==> config.mk <==
export PLATFORM = sky130hd
export DESIGN_NAME = issue_wakeup_window
export DESIGN_NICKNAME = d
export VERILOG_FILES = /design/src/rtl/wk_pkg.sv /design/src/rtl/wk_tag_cam.sv /design/src/rtl/wk_entry.sv /design/src/rtl/wk_self_bcast.sv /design/src/rtl/issue_wakeup_window.sv
export SDC_FILE = /design/constraint.sdc
export NUM_CORES = 1
export LEC_CHECK = 0
export BUFFER_PORTS_ARGS = -buffer_cell sky130_fd_sc_hd__buf_2
export CORE_UTILIZATION = 39
export DETAILED_ROUTE_END_ITERATION = 16
export PLACE_DENSITY_LB_ADDON = 0.3
export SKIP_CTS_REPAIR_TIMING = 1
export SLEW_MARGIN = 20
export SYNTH_ARGS = -nofsm -noshare
export SYNTH_HDL_FRONTEND = slang
export SYNTH_SLANG_ARGS = --single-unit
==> constraint.sdc <==
create_clock -name clk -period 16 [get_ports clk]
set_input_delay 0 -clock clk [delete_from_list [all_inputs] [get_ports clk]]
set_output_delay 0 -clock clk [all_outputs]
set_load 0.02 [all_outputs]
==> src/rtl/wk_pkg.sv <==
// Package: shared helpers for the issue window wakeup block.
// Assumes nothing beyond the parameters passed by its users.
package wk_pkg;
    // Number of compare lanes seen by each source tag: external plus self bus.
    function automatic int unsigned wk_lanes(input int unsigned iw);
        return 2 * iw;
    endfunction
endpackage

==> src/rtl/wk_tag_cam.sv <==
// Module: one source-tag comparator against a bus of broadcast lanes.
// Does: compares tag_i with every lane and ORs the valid matches.
// Assumes: lane k occupies bus_i[k*TW +: TW] and is qualified by vld_i[k].
module wk_tag_cam #(
    parameter int unsigned TW = 6,
    parameter int unsigned NB = 4
) (
    input  logic [TW-1:0]    tag_i,
    input  logic [NB-1:0]    vld_i,
    input  logic [NB*TW-1:0] bus_i,
    output logic             hit_o
);
    logic [NB-1:0] lane_hit;

    for (genvar k = 0; k < NB; k++) begin : g_lane
        // Per-lane equality, gated by the lane valid bit.
        assign lane_hit[k] = vld_i[k] && (bus_i[k*TW +: TW] == tag_i);
    end

    // OR of all lane matches.
    assign hit_o = |lane_hit;
endmodule

==> src/rtl/wk_entry.sv <==
// Module: one issue window slot.
// Does: holds valid, two source tags with ready flags and a destination tag;
//       wakes sources from the broadcast bus; requests when fully ready.
// Assumes: wr_i only targets an invalid slot; free_i only when requesting.
module wk_entry #(
    parameter int unsigned TW = 6,
    parameter int unsigned NB = 4
) (
    input  logic             clk,
    input  logic             rst_n,
    input  logic             flush_i,
    input  logic             wr_i,
    input  logic [TW-1:0]    src1_i,
    input  logic             rdy1_i,
    input  logic [TW-1:0]    src2_i,
    input  logic             rdy2_i,
    input  logic [TW-1:0]    dst_i,
    input  logic             free_i,
    input  logic [NB-1:0]    bus_vld_i,
    input  logic [NB*TW-1:0] bus_tag_i,
    output logic             valid_o,
    output logic             req_o,
    output logic [TW-1:0]    dst_o
);
    logic          valid_q, rdy1_q, rdy2_q;
    logic [TW-1:0] src1_q, src2_q, dst_q;
    logic          hit1, hit2;

    wk_tag_cam #(.TW(TW), .NB(NB)) u_cam1 (
        .tag_i(src1_q), .vld_i(bus_vld_i), .bus_i(bus_tag_i), .hit_o(hit1)
    );
    wk_tag_cam #(.TW(TW), .NB(NB)) u_cam2 (
        .tag_i(src2_q), .vld_i(bus_vld_i), .bus_i(bus_tag_i), .hit_o(hit2)
    );

    // Slot state: reset/flush/free empty it, dispatch fills it, wakeup sets flags.
    always_ff @(posedge clk) begin
        if (!rst_n || flush_i) begin
            valid_q <= 1'b0;
            rdy1_q  <= 1'b0;
            rdy2_q  <= 1'b0;
            src1_q  <= '0;
            src2_q  <= '0;
            dst_q   <= '0;
        end else if (free_i) begin
            valid_q <= 1'b0;
        end else if (wr_i) begin
            valid_q <= 1'b1;
            src1_q  <= src1_i;
            src2_q  <= src2_i;
            dst_q   <= dst_i;
            rdy1_q  <= rdy1_i;
            rdy2_q  <= rdy2_i;
        end else if (valid_q) begin
            rdy1_q  <= rdy1_q | hit1;
            rdy2_q  <= rdy2_q | hit2;
        end
    end

    assign valid_o = valid_q;
    assign req_o   = valid_q & rdy1_q & rdy2_q;
    assign dst_o   = dst_q;

    a_r6_free_clears: assert property (@(posedge clk) disable iff (!rst_n)
        free_i |=> !valid_q);
    a_r11_flush_clears: assert property (@(posedge clk) disable iff (!rst_n)
        flush_i |=> !valid_q);
    a_r3_wake_sets_ready: assert property (@(posedge clk) disable iff (!rst_n)
        (valid_q && hit1 && !free_i && !flush_i) |=> (valid_q && rdy1_q));
    a_r3_ready_sticky: assert property (@(posedge clk) disable iff (!rst_n)
        (valid_q && rdy2_q && !free_i && !flush_i) |=> rdy2_q);
endmodule

==> src/rtl/wk_self_bcast.sv <==
// Module: grant acceptance and self-broadcast register.
// Does: accepts at most IW requesting grants (lowest index first), packs their
//       destination tags into lanes 0 upward and registers them for one cycle.
// Assumes: dst_i holds entry i's destination at [i*TW +: TW].
module wk_self_bcast #(
    parameter int unsigned WIN = 16,
    parameter int unsigned IW  = 2,
    parameter int unsigned TW  = 6
) (
    input  logic              clk,
    input  logic              rst_n,
    input  logic              flush_i,
    input  logic [WIN-1:0]    grant_i,
    input  logic [WIN-1:0]    req_i,
    input  logic [WIN*TW-1:0] dst_i,
    output logic [WIN-1:0]    acc_o,
    output logic [IW-1:0]     bc_vld_o,
    output logic [IW*TW-1:0]  bc_tag_o
);
    logic [IW-1:0]    slot_vld;
    logic [IW*TW-1:0] slot_tag;
    logic [IW-1:0]    bc_vld_q;
    logic [IW*TW-1:0] bc_tag_q;

    // Accept grants in ascending entry order until IW lanes are used.
    always_comb begin
        int cnt;
        cnt      = 0;
        acc_o    = '0;
        slot_vld = '0;
        slot_tag = '0;
        for (int i = 0; i < int'(WIN); i++) begin
            if (grant_i[i] && req_i[i] && cnt < int'(IW)) begin
                acc_o[i] = 1'b1;
                for (int k = 0; k < int'(IW); k++) begin
                    if (k == cnt) begin
                        slot_vld[k]          = 1'b1;
                        slot_tag[k*TW +: TW] = dst_i[i*TW +: TW];
                    end
                end
                cnt = cnt + 1;
            end
        end
    end

    // One-cycle broadcast register, squashed by flush.
    always_ff @(posedge clk) begin
        if (!rst_n || flush_i) begin
            bc_vld_q <= '0;
            bc_tag_q <= '0;
        end else begin
            bc_vld_q <= slot_vld;
            bc_tag_q <= slot_tag;
        end
    end

    assign bc_vld_o = bc_vld_q;
    assign bc_tag_o = bc_tag_q;

    a_r7_lane0_after_grant: assert property (@(posedge clk) disable iff (!rst_n)
        ((|acc_o) && !flush_i) |=> bc_vld_q[0]);
    a_r7_no_bcast_without_grant: assert property (@(posedge clk) disable iff (!rst_n)
        (acc_o == '0) |=> (bc_vld_q == '0));
    a_r10_accept_cap: assert property (@(posedge clk) disable iff (!rst_n)
        $countones(acc_o) <= IW);
endmodule

==> src/rtl/issue_wakeup_window.sv <==
// Module: issue window wakeup top.
// Does: dispatch into the lowest free slot, wakeup against external and self
//       broadcast lanes, request generation, grant-driven free and broadcast.
// Assumes: the dispatcher honours win_full_o; select grants only requesters.
module issue_wakeup_window
    import wk_pkg::*;
#(
    parameter int unsigned WIN = 16,
    parameter int unsigned IW  = 2,
    parameter int unsigned TW  = 6
) (
    input  logic              clk,
    input  logic              rst_n,
    input  logic              flush_i,
    input  logic              disp_vld_i,
    input  logic [TW-1:0]     disp_src1_i,
    input  logic              disp_rdy1_i,
    input  logic [TW-1:0]     disp_src2_i,
    input  logic              disp_rdy2_i,
    input  logic [TW-1:0]     disp_dst_i,
    input  logic [IW-1:0]     ext_vld_i,
    input  logic [IW*TW-1:0]  ext_tag_i,
    input  logic [WIN-1:0]    grant_i,
    output logic [WIN-1:0]    req_o,
    output logic [IW-1:0]     bc_vld_o,
    output logic [IW*TW-1:0]  bc_tag_o,
    output logic              win_full_o
);
    localparam int unsigned NB = wk_lanes(IW);

    logic [NB-1:0]    bus_vld;
    logic [NB*TW-1:0] bus_tag;
    logic [WIN-1:0]   valid, acc, alloc;
    logic [WIN*TW-1:0] dst;
    logic             dhit1, dhit2;

    // Merged wakeup bus: self lanes above external lanes.
    assign bus_vld = {bc_vld_o, ext_vld_i};
    assign bus_tag = {bc_tag_o, ext_tag_i};

    wk_tag_cam #(.TW(TW), .NB(NB)) u_dcam1 (
        .tag_i(disp_src1_i), .vld_i(bus_vld), .bus_i(bus_tag), .hit_o(dhit1)
    );
    wk_tag_cam #(.TW(TW), .NB(NB)) u_dcam2 (
        .tag_i(disp_src2_i), .vld_i(bus_vld), .bus_i(bus_tag), .hit_o(dhit2)
    );

    // Pick the lowest invalid slot for a dispatch.
    always_comb begin
        logic found;
        found = 1'b0;
        alloc = '0;
        for (int i = 0; i < int'(WIN); i++) begin
            if (disp_vld_i && !valid[i] && !found) begin
                alloc[i] = 1'b1;
                found    = 1'b1;
            end
        end
    end

    for (genvar i = 0; i < WIN; i++) begin : g_ent
        wk_entry #(.TW(TW), .NB(NB)) u_ent (
            .clk(clk), .rst_n(rst_n), .flush_i(flush_i),
            .wr_i(alloc[i]),
            .src1_i(disp_src1_i), .rdy1_i(disp_rdy1_i | dhit1),
            .src2_i(disp_src2_i), .rdy2_i(disp_rdy2_i | dhit2),
            .dst_i(disp_dst_i),
            .free_i(acc[i]),
            .bus_vld_i(bus_vld), .bus_tag_i(bus_tag),
            .valid_o(valid[i]), .req_o(req_o[i]), .dst_o(dst[i*TW +: TW])
        );
    end

    wk_self_bcast #(.WIN(WIN), .IW(IW), .TW(TW)) u_bcast (
        .clk(clk), .rst_n(rst_n), .flush_i(flush_i),
        .grant_i(grant_i), .req_i(req_o), .dst_i(dst),
        .acc_o(acc), .bc_vld_o(bc_vld_o), .bc_tag_o(bc_tag_o)
    );

    assign win_full_o = &valid;

    a_r12_no_write_when_full: assert property (@(posedge clk) disable iff (!rst_n)
        win_full_o |-> (alloc == '0));
    a_r9_single_alloc: assert property (@(posedge clk) disable iff (!rst_n)
        $onehot0(alloc));
    a_r8_accept_only_requesters: assert property (@(posedge clk) disable iff (!rst_n)
        ((acc & ~req_o) == '0));
endmodule

# Word-level counts from Yosys, hierarchy flattened
# Index checks and enable logic that the tools add are counted.
dict set report word_totals {
  register_bits 350
  latchBits 0
  mem_bits_rw 0
  mem_bits_ro 0
  inputBits 54
  out_inout_bits 31
  elab_cells 921
  mem_count 0
}
dict set report classes {
  n_addsub 14
  multipliers 0
  div 0
  n_lt_le_gt_ge 15
  eq_ne 151
  shifts 0
  mux 216
  bitwise 82
  reduce_logical 345
}
# op count
set ops {}
lappend ops {{$eq A6 B6 Y1} 136}
lappend ops {{$logic_not A32 Y1} 15}
lappend ops {{$eq A2 B32 Y1 const A} 14}
lappend ops {{$lt A32 B3 Y1 const B} 14}
lappend ops {{$mux W32} 14}
lappend ops {{$add A32 B2 Y32 const B} 13}
lappend ops {{$logic_and A1 B1 Y1} 198}
lappend ops {{$mux W6} 31}
lappend ops {{$mux W12} 15}
lappend ops {{$mux W1} 141}
lappend ops {{$reduce_or A4 Y1} 34}
lappend ops {{$reduce_and A2 Y1} 32}
lappend ops {{$or A1 B1 Y1} 34}
lappend ops {{$and A1 B1 Y1} 32}
lappend ops {{$logic_not A1 Y1} 32}
lappend ops {{$reduce_bool A2 Y1} 16}
lappend ops {{$reduce_or A2 Y1} 16}
lappend ops {{$mux W2} 15}
lappend ops {{$not A1 Y1} 16}
lappend ops {{$reduce_and A16 Y1} 1}
lappend ops {{$add A1 B1 Y2 const B} 1}
lappend ops {{$lt A1 B2 Y1 const B} 1}
lappend ops {{$eq A1 B1 Y1 const A} 1}
lappend ops {{$logic_or A1 B1 Y1} 1}

# Longest topological paths before layout
dict set report depth {
  word_depth 51
  mapped_depth 62
  depth_no_buf 57
}

# Cells and area by module
# A second synthesis with hierarchy kept.
dict set report hier_totals {
  hier_cells 3254
  area_unflattened_um2 28531.1
}
# mod n_inst cells_each area_each_um2
set modules_own_cells {}
lappend modules_own_cells {wk_entry 16 94 925.9}
lappend modules_own_cells {wk_tag_cam 34 34 272.8}
lappend modules_own_cells {wk_self_bcast 1 556 4154.0}
lappend modules_own_cells {issue_wakeup_window 1 38 289.0}

# Worst setup path before layout
# Ideal clock, no wire load.
dict set report synth_path {
  path_type {flip-flop to flip-flop}
  start {register g_ent[1].u_ent.valid_q}
  end {register u_bcast.bc_tag_q[0], in the netlist u_bcast.bc_tag_o[0]}
  arrival_ns 12.604
  path_slack_ns 3.272
  path_stages_with_launch 56
  n_path_buf 3
  path_cell_list {dfxtp_1 clkbuf_1 nand4_1 inv_1 ha_1 nand2b_1 fa_1 inv_1 ha_1 and3_1 or2_1 buf_2 ha_1 nor2_1 a21oi_1 ha_1 or3_1 o21a_1 [... 20 more ...] o2111a_1 nor2_1 ha_1 o32a_1 nor3_1 a31oi_1 ha_1 nor2b_1 nor4_2 nor4_2 xnor3_1 ha_1 inv_1 o21ai_0 nand4_1 mux2_2 buf_2 mux2i_1}
}
dict set report synth_between {
  elab_chain_cells 47
  word_cells_on_any_way 102
  classes_between {add/sub (13); order compare (14); mux (43); bitwise (2); reduce/logical (30)}
}
# item line_no
set synth_lines {}
lappend synth_lines {{start, declared} wk_entry.sv:25} ;# logic valid_q, rdy1_q, rdy2_q;
lappend synth_lines {{start signal, assigned} wk_entry.sv:39} ;# valid_q <= 1'b0;
lappend synth_lines {{start signal, assigned} wk_entry.sv:46} ;# valid_q <= 1'b0;
lappend synth_lines {{start signal, assigned} wk_entry.sv:48} ;# valid_q <= 1'b1;
lappend synth_lines {{$and A1 B1 Y1 (*) (2 in a row)} wk_entry.sv:61} ;# assign req_o = valid_q & rdy1_q & rdy2_q;
lappend synth_lines {{$logic_and A1 B1 Y1 (*) (2 in a row)} wk_self_bcast.sv:33} ;# if (grant_i[i] && req_i[i] && cnt < int'(IW)) begin
lappend synth_lines {{$mux W32} wk_self_bcast.sv:33}
lappend synth_lines {{$lt A32 B3 Y1} wk_self_bcast.sv:33}
lappend synth_lines {{$logic_and A1 B1 Y1} wk_self_bcast.sv:33}
lappend synth_lines {{$mux W32} wk_self_bcast.sv:33}
lappend synth_lines {{$lt A32 B3 Y1} wk_self_bcast.sv:33}
lappend synth_lines {{$logic_and A1 B1 Y1} wk_self_bcast.sv:33}
lappend synth_lines {{[... 29 more ...]} --}
lappend synth_lines {{$logic_and A1 B1 Y1} wk_self_bcast.sv:33}
lappend synth_lines {{$mux W32} wk_self_bcast.sv:33}
lappend synth_lines {{$lt A32 B3 Y1} wk_self_bcast.sv:33}
lappend synth_lines {{$logic_and A1 B1 Y1} wk_self_bcast.sv:33}
lappend synth_lines {{$mux W32} wk_self_bcast.sv:33}
lappend synth_lines {{$lt A32 B3 Y1 / $logic_not A32 Y1 (equally long branches)} {wk_self_bcast.sv:33, wk_self_bcast.sv:36}}
lappend synth_lines {{$logic_and A1 B1 Y1 / $mux W6 (equally long branches)} {wk_self_bcast.sv:33, wk_self_bcast.sv:36}}
lappend synth_lines {{$mux W12 (*)} wk_self_bcast.sv:33}
lappend synth_lines {{end signal, assigned} wk_self_bcast.sv:53} ;# bc_tag_q <= slot_tag;
lappend synth_lines {{end, declared} wk_self_bcast.sv:23} ;# logic [IW*TW-1:0] bc_tag_q;
# Every way passes the cells marked *; elsewhere a longest branch is shown, timed or not.
# A chain may end at the register's enable or synchronous reset.

# Worst setup path in the final report
dict set report layout_path {
  start {register g_ent[1].u_ent.valid_q}
  end {register u_bcast.bc_tag_q[8], in the netlist u_bcast.bc_tag_o[8]}
}
dict set report layout_between {
  elab_chain_cells 47
  word_cells_on_any_way 102
  classes_between {add/sub (13); order compare (14); eq/ne (14); mux (43); bitwise (2); reduce/logical (16)}
}
# item line_no
set layout_lines {}
lappend layout_lines {{$and A1 B1 Y1 (*) (2 in a row)} wk_entry.sv:61}
lappend layout_lines {{$logic_and A1 B1 Y1 (*) (2 in a row)} wk_self_bcast.sv:33}
lappend layout_lines {{$mux W32} wk_self_bcast.sv:33}
lappend layout_lines {{$lt A32 B3 Y1} wk_self_bcast.sv:33}
lappend layout_lines {{$logic_and A1 B1 Y1} wk_self_bcast.sv:33}
lappend layout_lines {{$mux W32} wk_self_bcast.sv:33}
lappend layout_lines {{$lt A32 B3 Y1} wk_self_bcast.sv:33}
lappend layout_lines {{$logic_and A1 B1 Y1} wk_self_bcast.sv:33}
lappend layout_lines {{[... 29 more ...]} --}
lappend layout_lines {{$logic_and A1 B1 Y1} wk_self_bcast.sv:33}
lappend layout_lines {{$mux W32} wk_self_bcast.sv:33}
lappend layout_lines {{$lt A32 B3 Y1} wk_self_bcast.sv:33}
lappend layout_lines {{$logic_and A1 B1 Y1} wk_self_bcast.sv:33}
lappend layout_lines {{$mux W32} wk_self_bcast.sv:33}
lappend layout_lines {{$lt A32 B3 Y1 / $eq A2 B32 Y1 (equally long branches)} {wk_self_bcast.sv:33, wk_self_bcast.sv:36}}
lappend layout_lines {{$logic_and A1 B1 Y1 / $mux W6 (equally long branches)} {wk_self_bcast.sv:33, wk_self_bcast.sv:36}}
lappend layout_lines {{$mux W12 (*)} wk_self_bcast.sv:33}
# Marked as above.

==> metrics.cfg <==
[yosys]
synth_top_area_share = 0.261
async_flop_share = 0
syn_inst = 3611
synth_common_cells = 645 x nand2_1, 427 x xnor2_1, 397 x xor2_1, 350 x dfxtp_1, 332 x clkbuf_1
synth_area_leaders = dfxtp_1 26%, xnor2_1 14%, xor2_1 13%
ys_ff_latch = 350
syn_area_um2 = 26900
synth_top_area_cell = dfxtp_1
yosys.cell_types.count = 86
ys_warn_count = 0
synth_area_per_cell_um2 = 7.44
ys.flop_type = dfxtp_1
synth-edff-count = 0
ys_seq_area_frac = 0.261
yosysMostFrequentCell = nand2_1
synth_fp_nets = 3705

[sta]
period_share = 0.933
layout_setup_ws_ps = 1080
final_max_slew_viol_count = 0
hold_violations = 0
timing.fmax_mhz = 67.0
rsz0062_at_grt = no
post-route-min-period_ps = 14920
tns_ps = 0
worst_pin_slew_ps = 1210
finalClockSkew_ps = 17.7
setup_viol = 0
slew_headroom = 0.185
timing.hold.ws_ps = 31.0

[placed_design]
hpwlAfterDp_mm = 64.3
numPortBuffers = 84
place_inst = 4118
routabilityCongestion = 0.932
place_area_um2 = 26900
post-place-ws_ps = 1280

[status]
outcome = finished clean

[layout]
fillCellCount = 6860
fin_nets = 3399
syn_to_final_growth_pct = 6.41
fin_cells = 4206
diodes = 0
layout-drive-gt1-share = 0.0831
final_util = 0.423
fin_area_um2 = 28600

[critical_path]
path_class = reg -> reg
start_kind = register
critPathMostFrequentCell = ha_1
reg2reg_depth = 54
critPathMaxStageDelay_ps = 580
slowest_stage = nor3_1
arrival_ps = 15420
cp.required_ps = 16490
crit_path_end_kind = register
crit_path_max_fanout = 13

[clock_network]
cts.path.max_buffers = 3
numCtsBuffers = 44
h-tree-depth = 2
cts_tree = built
root_buffer = clkbuf_16
path_clk_slew_ps = 60
clock_latency_ps = 590
clock-sinks = 350

[detailed_routing]
firstDrtPassIters = 6
drc_errors = 0
wl_per_cell_um = 24.1
wirelength_mm = 101
route.vias.total = 24755
postRouteAntennaNets = 0
vias_per_cell = 5.89
drtIter0Drc = 2765

[floorplanning]
die_w_um = 264
initial_utilization = 0.397
die_y_um = 264
dieArea_um2 = 69900
io_pins = 85
row_count = 95
core_um2 = 67600

[power]
leakagePower_nw = 10.6
power_mw = 2.11
power.density_nw_per_um2 = 73.7
peakVddDrop_v = 0.0000633

[min_path]
hold_depth = 3
min_path_type = in -> reg

[global_routing]
grt_pass1_vias = 23018
grt_overflow = 0
grt_pass1_wl_mm = 151
track_usage = 0.281
grt_max_degree = 167
grt_antenna_before_repair = 1

[job]
maxCapViolCount = 0

## metal layers
layer  part of all wire  routed length, µm  vias up  global-route usage
met4              0.045               4550        2               0.117
met2               0.46              46300     1152               0.460
li1                   -                  -    11465                   -
met3              0.083               8390      278              0.0470
met5           0.000089                  9        -                   0
met1               0.41              42000    11858               0.366
## logic make-up (layout without fill, tap and decap cells)
kind of cell,count (synthesis),count (layout),share of synthesized area
adders and majority gates,40,40,0.0189
buffers and inverters,552,274,0.0803
xor gates and xnor gates,829,829,0.273
DFF,350,350,0.261
and+or+nand+nor,1255,1255,0.224
muxes,21,21,0.00880
AOI/OAI and AO/OA,564,564,0.134
## path summary, 6_finish.rpt
kind                                  from                   endpoint  slack, ps
setup / recovery    g_ent[1].u_ent.valid_o        u_bcast.bc_tag_o[8]       1080
hold / removal              disp_src1_i[0]  g_ent[13].u_ent.src1_q[0]         30
setup reg to reg    g_ent[1].u_ent.valid_o        u_bcast.bc_tag_o[8]       1080
hold reg to reg   g_ent[15].u_ent.dst_o[1]   g_ent[15].u_ent.dst_o[1]        450
## cell type report
cell class                 count  area, µm²  share of cell area
tap                          873       1090              0.0382
inverter                      51        191             0.00670
clock buffer                  63       1290              0.0453
timing repair buffer         149        951              0.0333
clock inverter                11        208             0.00727
sequential                   350       7020               0.246
multi-input combinational   2709      17800               0.624
## registers in the layout (all words and copies together) (netlist names)
register,cells
g_ent.u_ent.dst_o,96
g_ent.u_ent.src1_q,96
g_ent.u_ent.src2_q,96
g_ent.u_ent.rdy1_q,16
g_ent.u_ent.rdy2_q,16
g_ent.u_ent.valid_o,16
u_bcast.bc_tag_o,12
u_bcast.bc_vld_o,2
## report_power, final
group / leakage (nW) / switching [mW] / total [mW] / internal (mW)
Combinational: 7.06 / 0.121 / 0.169 / 0.0477
Sequential: 2.83 / 0.00371 / 0.878 / 0.874
Clock: 0.736 / 0.408 / 1.06 / 0.653
Total: 10.6 / 0.533 / 2.11 / 1.57
## placed cells by master (no fill, tap or decap), types with 13 or more instances in the layout
cell       Yosys  final
a2111oi_0     14     14
a211oi_1      35     30
a21oi_1      325    325
a31oi_1       14     14
and2_1        20     20
and3_1        30     30
buf_2          3     84
buf_4         18     54
clkbuf_16      0     45
dfxtp_1      350    336
dfxtp_2        0     14
ha_1          39     39
inv_1         47     47
nand2_1      645    645
nand2b_1      15     14
nand3_1       39     39
nand4_1      152    152
nor2_1       100     97
nor3_1        29     27
nor4_1       154    150
o211ai_1      14     14
o21ai_0       24     24
or3_1         13     13
xnor2_1      427    427
xor2_1       397    397
## critical path, delay by kind of cell (launching register included)
kind            cells  cell delay (ps)
compound gates     13             3510
xor+xnor            1              260
fa+ha+maj          13             4280
buf+inv             5              540
flops               1              510
mux                 2              660
simple gates       20             5070
Power figures use the tool's default switching activity.
